[src/rtl/uart_hold_pkg.sv]
package uart_hold_pkg;
  localparam int DATA_BITS  = 8;
  localparam int FRAME_BITS = DATA_BITS + 2;
  localparam int OSR        = 16;

  localparam logic [7:0] OFF_DATA = 8'h00;
  localparam logic [7:0] OFF_STAT = 8'h04;
  localparam logic [7:0] OFF_CTRL = 8'h08;
  localparam logic [7:0] OFF_DIV  = 8'h0C;

  localparam int ST_DR   = 0;
  localparam int ST_TSRE = 1;
  localparam int ST_THRE = 2;
  localparam int ST_OVR  = 4;

  localparam logic [31:0] CTRL_VALUE = 32'd3;

  typedef enum logic [1:0] {RX_IDLE, RX_START, RX_DATA, RX_STOP} rx_state_t;

  function automatic logic [FRAME_BITS-1:0] frame_word(input logic [DATA_BITS-1:0] b);
    return {1'b1, b, 1'b0};
  endfunction

  function automatic logic [31:0] status_word(input logic dr, input logic tsre,
                                              input logic thre, input logic ovr);
    logic [31:0] w;
    w = '0;
    w[ST_DR]   = dr;
    w[ST_TSRE] = tsre;
    w[ST_THRE] = thre;
    w[ST_OVR]  = ovr;
    return w;
  endfunction
endpackage

[src/rtl/uart_hold_baud.sv]
module uart_hold_baud #(
  parameter int DIV_W = 16
) (
  input  logic             clk,
  input  logic             rst_n,
  input  logic [DIV_W-1:0] div,
  output logic             tick
);
  logic [DIV_W-1:0] cnt;

  assign tick = (cnt == '0);

  always_ff @(posedge clk or negedge rst_n) begin
    if (!rst_n) cnt <= '0;
    else if (tick) cnt <= div;
    else cnt <= cnt - 1'b1;
  end
endmodule

[src/rtl/uart_hold_tx.sv]
module uart_hold_tx
  import uart_hold_pkg::*;
(
  input  logic                 clk,
  input  logic                 rst_n,
  input  logic                 tick,
  input  logic                 load,
  input  logic [DATA_BITS-1:0] data,
  output logic                 txd,
  output logic                 busy,
  output logic                 done
);
  localparam int SUB_W = $clog2(OSR);
  localparam int BIT_W = $clog2(FRAME_BITS);

  logic [FRAME_BITS-1:0] shreg;
  logic [SUB_W-1:0]      sub;
  logic [BIT_W-1:0]      bitn;
  logic                  last_tick;

  assign last_tick = busy && tick && (sub == SUB_W'(OSR-1)) && (bitn == BIT_W'(FRAME_BITS-1));
  assign done = last_tick;
  assign txd  = busy ? shreg[0] : 1'b1;

  always_ff @(posedge clk or negedge rst_n) begin
    if (!rst_n) begin
      shreg <= '1;
      sub   <= '0;
      bitn  <= '0;
      busy  <= 1'b0;
    end else if (load) begin
      shreg <= frame_word(data);
      sub   <= '0;
      bitn  <= '0;
      busy  <= 1'b1;
    end else if (busy && tick) begin
      if (sub == SUB_W'(OSR-1)) begin
        sub <= '0;
        if (last_tick) busy <= 1'b0;
        else begin
          shreg <= {1'b1, shreg[FRAME_BITS-1:1]};
          bitn  <= bitn + 1'b1;
        end
      end else begin
        sub <= sub + 1'b1;
      end
    end
  end


  start_bit_low_chk: assert property (@(posedge clk) disable iff (!rst_n)
    (load && !busy) |=> !txd);
endmodule

[src/rtl/uart_hold_rx.sv]
module uart_hold_rx
  import uart_hold_pkg::*;
(
  input  logic                 clk,
  input  logic                 rst_n,
  input  logic                 tick,
  input  logic                 rxd,
  output logic                 valid,
  output logic [DATA_BITS-1:0] data
);
  localparam int SUB_W = $clog2(OSR);
  localparam int BIT_W = $clog2(DATA_BITS);

  rx_state_t        st;
  logic [1:0]       sync;
  logic             line;
  logic [SUB_W-1:0] sub;
  logic [BIT_W-1:0] bitn;

  assign line = sync[1];

  always_ff @(posedge clk or negedge rst_n) begin
    if (!rst_n) sync <= 2'b11;
    else sync <= {sync[0], rxd};
  end

  always_ff @(posedge clk or negedge rst_n) begin
    if (!rst_n) begin
      st    <= RX_IDLE;
      sub   <= '0;
      bitn  <= '0;
      data  <= '0;
      valid <= 1'b0;
    end else begin
      valid <= 1'b0;
      if (tick) begin
        case (st)
          RX_IDLE: if (!line) begin
            st  <= RX_START;
            sub <= '0;
          end
          RX_START: if (sub == SUB_W'(OSR/2-1)) begin
            sub  <= '0;
            bitn <= '0;
            st   <= line ? RX_IDLE : RX_DATA;
          end else sub <= sub + 1'b1;
          RX_DATA: if (sub == SUB_W'(OSR-1)) begin
            sub  <= '0;
            data <= {line, data[DATA_BITS-1:1]};
            if (bitn == BIT_W'(DATA_BITS-1)) st <= RX_STOP;
            else bitn <= bitn + 1'b1;
          end else sub <= sub + 1'b1;
          default: if (sub == SUB_W'(OSR-1)) begin
            sub   <= '0;
            st    <= RX_IDLE;
            valid <= line;
          end else sub <= sub + 1'b1;
        endcase
      end
    end
  end
endmodule

[src/rtl/uart_hold.sv]
module uart_hold
  import uart_hold_pkg::*;
#(
  parameter int              ADDR_W    = 8,
  parameter int              DIV_W     = 16,
  parameter logic [DIV_W-1:0] DIV_RESET = 16'd26
) (
  input  logic              clk,
  input  logic              rst_n,
  input  logic              psel,
  input  logic              penable,
  input  logic              pwrite,
  input  logic [ADDR_W-1:0] paddr,
  input  logic [31:0]       pwdata,
  output logic [31:0]       prdata,
  input  logic              rxd,
  output logic              txd,
  output logic              irq
);
  logic wr, rd, wr_data, wr_stat, wr_div, rd_data;
  logic tick, tx_active, tx_done, tx_load, rx_valid;
  logic [DATA_BITS-1:0] tx_byte, hold, rbuf, rx_byte;
  logic hold_full, dr, ovr;
  logic [DIV_W-1:0] div;
  logic unused_bits;

  assign unused_bits = ^pwdata[31:DIV_W];

  assign wr      = psel && penable && pwrite;
  assign rd      = psel && penable && !pwrite;
  assign wr_data = wr && (paddr == ADDR_W'(OFF_DATA));
  assign wr_stat = wr && (paddr == ADDR_W'(OFF_STAT));
  assign wr_div  = wr && (paddr == ADDR_W'(OFF_DIV));
  assign rd_data = rd && (paddr == ADDR_W'(OFF_DATA));

  uart_hold_baud #(.DIV_W(DIV_W)) u_baud (
    .clk(clk), .rst_n(rst_n), .div(div), .tick(tick));

  uart_hold_tx u_tx (
    .clk(clk), .rst_n(rst_n), .tick(tick), .load(tx_load), .data(tx_byte),
    .txd(txd), .busy(tx_active), .done(tx_done));

  uart_hold_rx u_rx (
    .clk(clk), .rst_n(rst_n), .tick(tick), .rxd(rxd),
    .valid(rx_valid), .data(rx_byte));

  always_comb begin
    tx_load = 1'b0;
    tx_byte = hold;
    if (tx_done && hold_full) begin
      tx_load = 1'b1;
    end else if (wr_data && (!tx_active || tx_done)) begin
      tx_load = 1'b1;
      tx_byte = pwdata[DATA_BITS-1:0];
    end
  end

  always_ff @(posedge clk or negedge rst_n) begin
    if (!rst_n) begin
      hold      <= '0;
      hold_full <= 1'b0;
    end else if (tx_done && hold_full) begin
      if (wr_data) hold <= pwdata[DATA_BITS-1:0];
      else hold_full <= 1'b0;
    end else if (wr_data && tx_active && !tx_done) begin
      hold      <= pwdata[DATA_BITS-1:0];
      hold_full <= 1'b1;
    end
  end

  always_ff @(posedge clk or negedge rst_n) begin
    if (!rst_n) begin
      rbuf <= '0;
      dr   <= 1'b0;
      ovr  <= 1'b0;
      irq  <= 1'b0;
      div  <= DIV_RESET;
    end else begin
      irq <= tx_done || rx_valid;
      if (wr_div) div <= pwdata[DIV_W-1:0];
      if (rx_valid) begin
        rbuf <= rx_byte;
        dr   <= 1'b1;
      end else if (rd_data) begin
        dr <= 1'b0;
      end
      if (wr_stat) ovr <= 1'b0;
      if (rx_valid && dr && !rd_data) ovr <= 1'b1;
    end
  end

  always_comb begin
    case (paddr)
      ADDR_W'(OFF_DATA): prdata = 32'(rbuf);
      ADDR_W'(OFF_STAT): prdata = status_word(dr, !tx_active, !hold_full, ovr);
      ADDR_W'(OFF_CTRL): prdata = CTRL_VALUE;
      ADDR_W'(OFF_DIV):  prdata = 32'(div);
      default:           prdata = '0;
    endcase
  end


  irq_follows_event_chk: assert property (@(posedge clk) disable iff (!rst_n)
    (tx_done || rx_valid) |=> irq);

  overrun_set_chk: assert property (@(posedge clk) disable iff (!rst_n)
    (rx_valid && dr && !rd_data) |=> ovr);

  ready_clear_chk: assert property (@(posedge clk) disable iff (!rst_n)
    (rd_data && !rx_valid) |=> !dr);

  hold_needs_shift_chk: assert property (@(posedge clk) disable iff (!rst_n)
    hold_full |-> tx_active);
endmodule

[config.mk]
export PLATFORM = sky130hd
export DESIGN_NAME = uart_hold
export DESIGN_NICKNAME = d
export VERILOG_FILES = /design/src/rtl/uart_hold_pkg.sv /design/src/rtl/uart_hold_baud.sv /design/src/rtl/uart_hold_tx.sv /design/src/rtl/uart_hold_rx.sv /design/src/rtl/uart_hold.sv
export SDC_FILE = /design/constraint.sdc
export NUM_CORES = 1
export LEC_CHECK = 0
export CORE_ASPECT_RATIO = 1.5
export CORE_UTILIZATION = 58
export CTS_CLUSTER_SIZE = 10
export DETAILED_ROUTE_END_ITERATION = 10
export GPL_TIMING_DRIVEN = 0
export PLACE_DENSITY = 0.87
export RECOVER_POWER = 50
export REMOVE_ABC_BUFFERS = 1
export SLEW_MARGIN = 0
export SYNTH_ARGS = -nofsm -noshare
export SYNTH_HDL_FRONTEND = slang
export SYNTH_SLANG_ARGS = --single-unit
[constraint.sdc]
create_clock -name clk -period 3.9 [get_ports clk]
set_input_delay 0.78 -clock clk [delete_from_list [all_inputs] [get_ports clk]]
set_output_delay 0.78 -clock clk [all_outputs]
set_load 0.03 [all_outputs]
==> impl_results.md <==
- Vias per std cell: 6.16
- R2r setup slk: between 0.8 and 0.9 ns
- Max-cap violation count: 1
- Power per cell area: 433 nW/um2
- Pre-CTS setup slack: -0.718 ns
- Initial Utilization: 59.7%
- Max_slew headroom: -28.4%
- DR top layer: met4
- ANT cells: 0
- CTS tree: built
- Wire length on met2: 5690 um
- WP data required: 3.12 ns
- Crit Reg-Reg Startpoint: u_baud.cnt[7]
- Crit-path max FO: 8
- Nature of the critical path startpoint: input port
- Final RePlAce weighted congestion: 0.868
- Total number of vias: 3672
- Worst vdd ir: 0.000334 V
- Period utilization: 98.4%
- Wl on met1: between 4000 and 5000 um
- Status: finished with violations
- Crit path max-delay family: simple AND/OR/NAND/NOR gates
- CP Buf/Inv Count: 2
- Clk_lat worst skew: 0.34 ns
- Crit-path cells: clkdlybuf4s50_1 > or4_4 > or3_4 > nor2_1 > clkdlybuf4s50_1
- Worst hold path startpoint: u_rx.sync[0]
- Setup crit end kind: primary output
- Mapped cell area: 4750 um2
- Die Area: approximately 8600 um2
- Final Net Count: 541
- WHS Path Cells: 0
- Post-synth cell types: 55
- Worst r2r path cells: 5
- Clock period minus worst slack: roughly 3.8 ns
- Number of enable flip-flop cells after synthesis: 0
- Worst-path clk slew: 0.05 ns
- Most frequent CP cell: clkdlybuf4s50_1
- Pin count of the biggest net entering global routing: 55
- Design area: ~5500 um2
- Worst path slowest cell: clkdlybuf4s50_1
- Worst Tran Pin Value: a little under 2 ns
- Max Root-Sink Buffers: 2
- H-tree level count: 3
- Synth Instances: ~450
- Seq/Total Area, Yosys: a little under half
- Final Worst Setup Slack: 0.0617 ns
- Mean Syn Cell Area: 10.6 um2
- IO Pins: 80
- Num rows: 40
- Failing checks: max-capacitance violations, max-slew violations
- Grt ovf: 0
- Final count of hold timing violations: 0
- Synth-to-Final Area Change: 15.0%
- Clock Sinks: 90
- Critical Path Max Stage Delay: around 0.69 ns
- Initial antenna violation count: 0
- Post-synthesis register bit count: 90
- DRC Markers: 0
- HPWL after DPL: 7480 um
- Slew Limit Fails: 38
- Dominant synthesized flop cell: dfrtp_1
- Setup CP Type: input port to primary output
- Total power: 2.37 mW
- Share of layout cells above drive strength 1: 17.9%
- Hold crit path type: flip-flop to flip-flop
- Final setup fails: 0
- Die width: 75.9 um
- Final antenna-violating net count: 0
- Port Buf Inserts: 47
- Worst clock skew: a little under 0.007 ns
- DR WL/cell: around 18 um
- Routed Wire Length: 10700 um
- Synth warnings: 0
- Drt first pass iters: 5
- Max Clk Rate: 261 MHz
- Hold slack: 0.354 ns
- Leak Pwr: 2.44 nW
- Number of global-route vias before repair: between 3000 and 4000
- Die Ht: 113 um
- 1st-iter DRT viols: 337
- Core ar.: 7960 um2
- Reg2reg end: u_tx.shreg[8]
- DR WL met3: 474 um
- Total global routing track utilization: 27.9%
- CTS Buf Count: 9
- Area post-placement: 5200 um2
- Global-route wire length before repair: 17800 um
- WP data arrival: a little over 3 ns
- Finished Core Util: 68.6%
- Fraction of registers with async set/reset: 100%
- Clock root buffer: clkbuf_16
- Hold Path End: u_rx.sync[1]
-- metrics by stage --
step	setup TNS [ns]	instances
3_3_place_gp	-90.97	578
3_5_place_dp	-7.96	579
5_1_grt	-0.000395	596
6_report	0	596
2_1_floorplan	0	426
4_1_cts	0	595
-- flip-flops by register name, indices dropped and copies added (netlist names) --
register	cells
u_rx.sub	4
dr	1
u_rx.data	8
u_tx.shreg	9
u_tx.sub	4
ovr	1
u_tx.busy	1
u_rx.sync	2
hold_full	1
u_baud.cnt	16
div	16
u_tx.bitn	4
irq	1
u_rx.valid	1
u_rx.st	2
rbuf	8
hold	8
u_rx.bitn	3
-- repair_timing --
item	in CTS	in global routing
gates resized for setup	21	2
endpoints found under the hold margin	0	0
hold buffers	0	0
endpoints found under the setup margin	12	2
pin swaps	1	1
gates cloned	0	1
setup buffers	1	0
-- cells by family (layout without fill, tap and decap cells) --
kind of cell | after synthesis | after routing | share of synthesized area, %
compound gates | 102 | 102 | 14.4
xor+xnor | 12 | 12 | 2.21
fa+ha+maj | 8 | 8 | 2.11
buf+inv | 46 | 73 | 5.64
flops | 90 | 90 | 47.8
mux | 50 | 50 | 12.5
other cells | 1 | 16 | 0.0789
simple gates | 139 | 140 | 15.3
-- cells in the final DEF, fill, tap and decap left out, types with 6 or more instances in the layout --
master           instances
dfrtp_1                 76
nand2_1                 35
nor2_1                  34
mux2_2                  33
clkdlybuf4s50_1         32
a21oi_1                 24
o21ai_0                 22
conb_1                  16
nor3_1                  15
dfstp_2                 14
and2_1                  11
a31oi_1                 11
nand3_1                 10
mux2_4                  10
a22o_1                   9
inv_1                    9
a21boi_0                 9
clkbuf_16                9
dlygate4sd2_1            9
xnor2_1                  8
ha_1                     8
mux2i_1                  7
a32oi_1                  7
o31ai_1                  6
-- synth_stat cells, drive strengths merged (10+ instances only) --
cell | number | share of area [%]
nor2 | 35 | 2.8
a21oi | 24 | 2.5
and2 | 12 | 1.6
clkbuf | 14 | 1.1
nor3 | 16 | 1.8
dfstp | 14 | 7.7
dfrtp | 76 | 40
mux2 | 43 | 11
a31oi | 11 | 1.4
nand2 | 35 | 2.8
o21ai | 22 | 2.3
buf | 23 | 3.8
nand3 | 10 | 1.1
-- how the worst max path moves through the flow --
stage	end	slack, ns	cells past startpoint	startpoint
after detailed placement	prdata[3]	-0.72	6	paddr[1]
after CTS	prdata[3]	0.08	7	paddr[1]
after floorplan	prdata[3]	0.65	4	paddr[1]
after global placement	u_rx.data[6]	-1.10	1	rst_n
final	prdata[1]	0.06	5	paddr[1]
after global routing	prdata[3]	-0.0004	7	paddr[1]
-- final cells by class --
cell class                      count  area [um2]
Sequential cell                    90        2270
Clock buffer                       15         268
Multi-Input combinational cell    328        2290
Inverter                            9        33.8
Tap cell                          105         131
Fill cell                         595        2500
Timing Repair Buffer               49         470
-- worst register-to-register path: stages (launching register included) --
cell,delay [ns]
dfrtp_1,0.44
nor4_2,0.40
nand3_1,0.59
o31ai_1,1.03
nand2_1,0.23
o31ai_1,0.29
-- metal layers --
metal | vias up | GRT usage [%]
met5 | - | 0
met4 | 0 | 11.5
met3 | 32 | 5.52
met2 | 147 | 46.0
met1 | 1824 | 35.0
li1 | 1669 | -
-- power breakdown --
part / switching [mW] / internal (mW)
Sequential: 0.126 / 1.05
Combinational: 0.225 / 0.177
Clock: 0.329 / 0.464
Total: 0.679 / 1.69
Power figures use the tool's default switching activity.
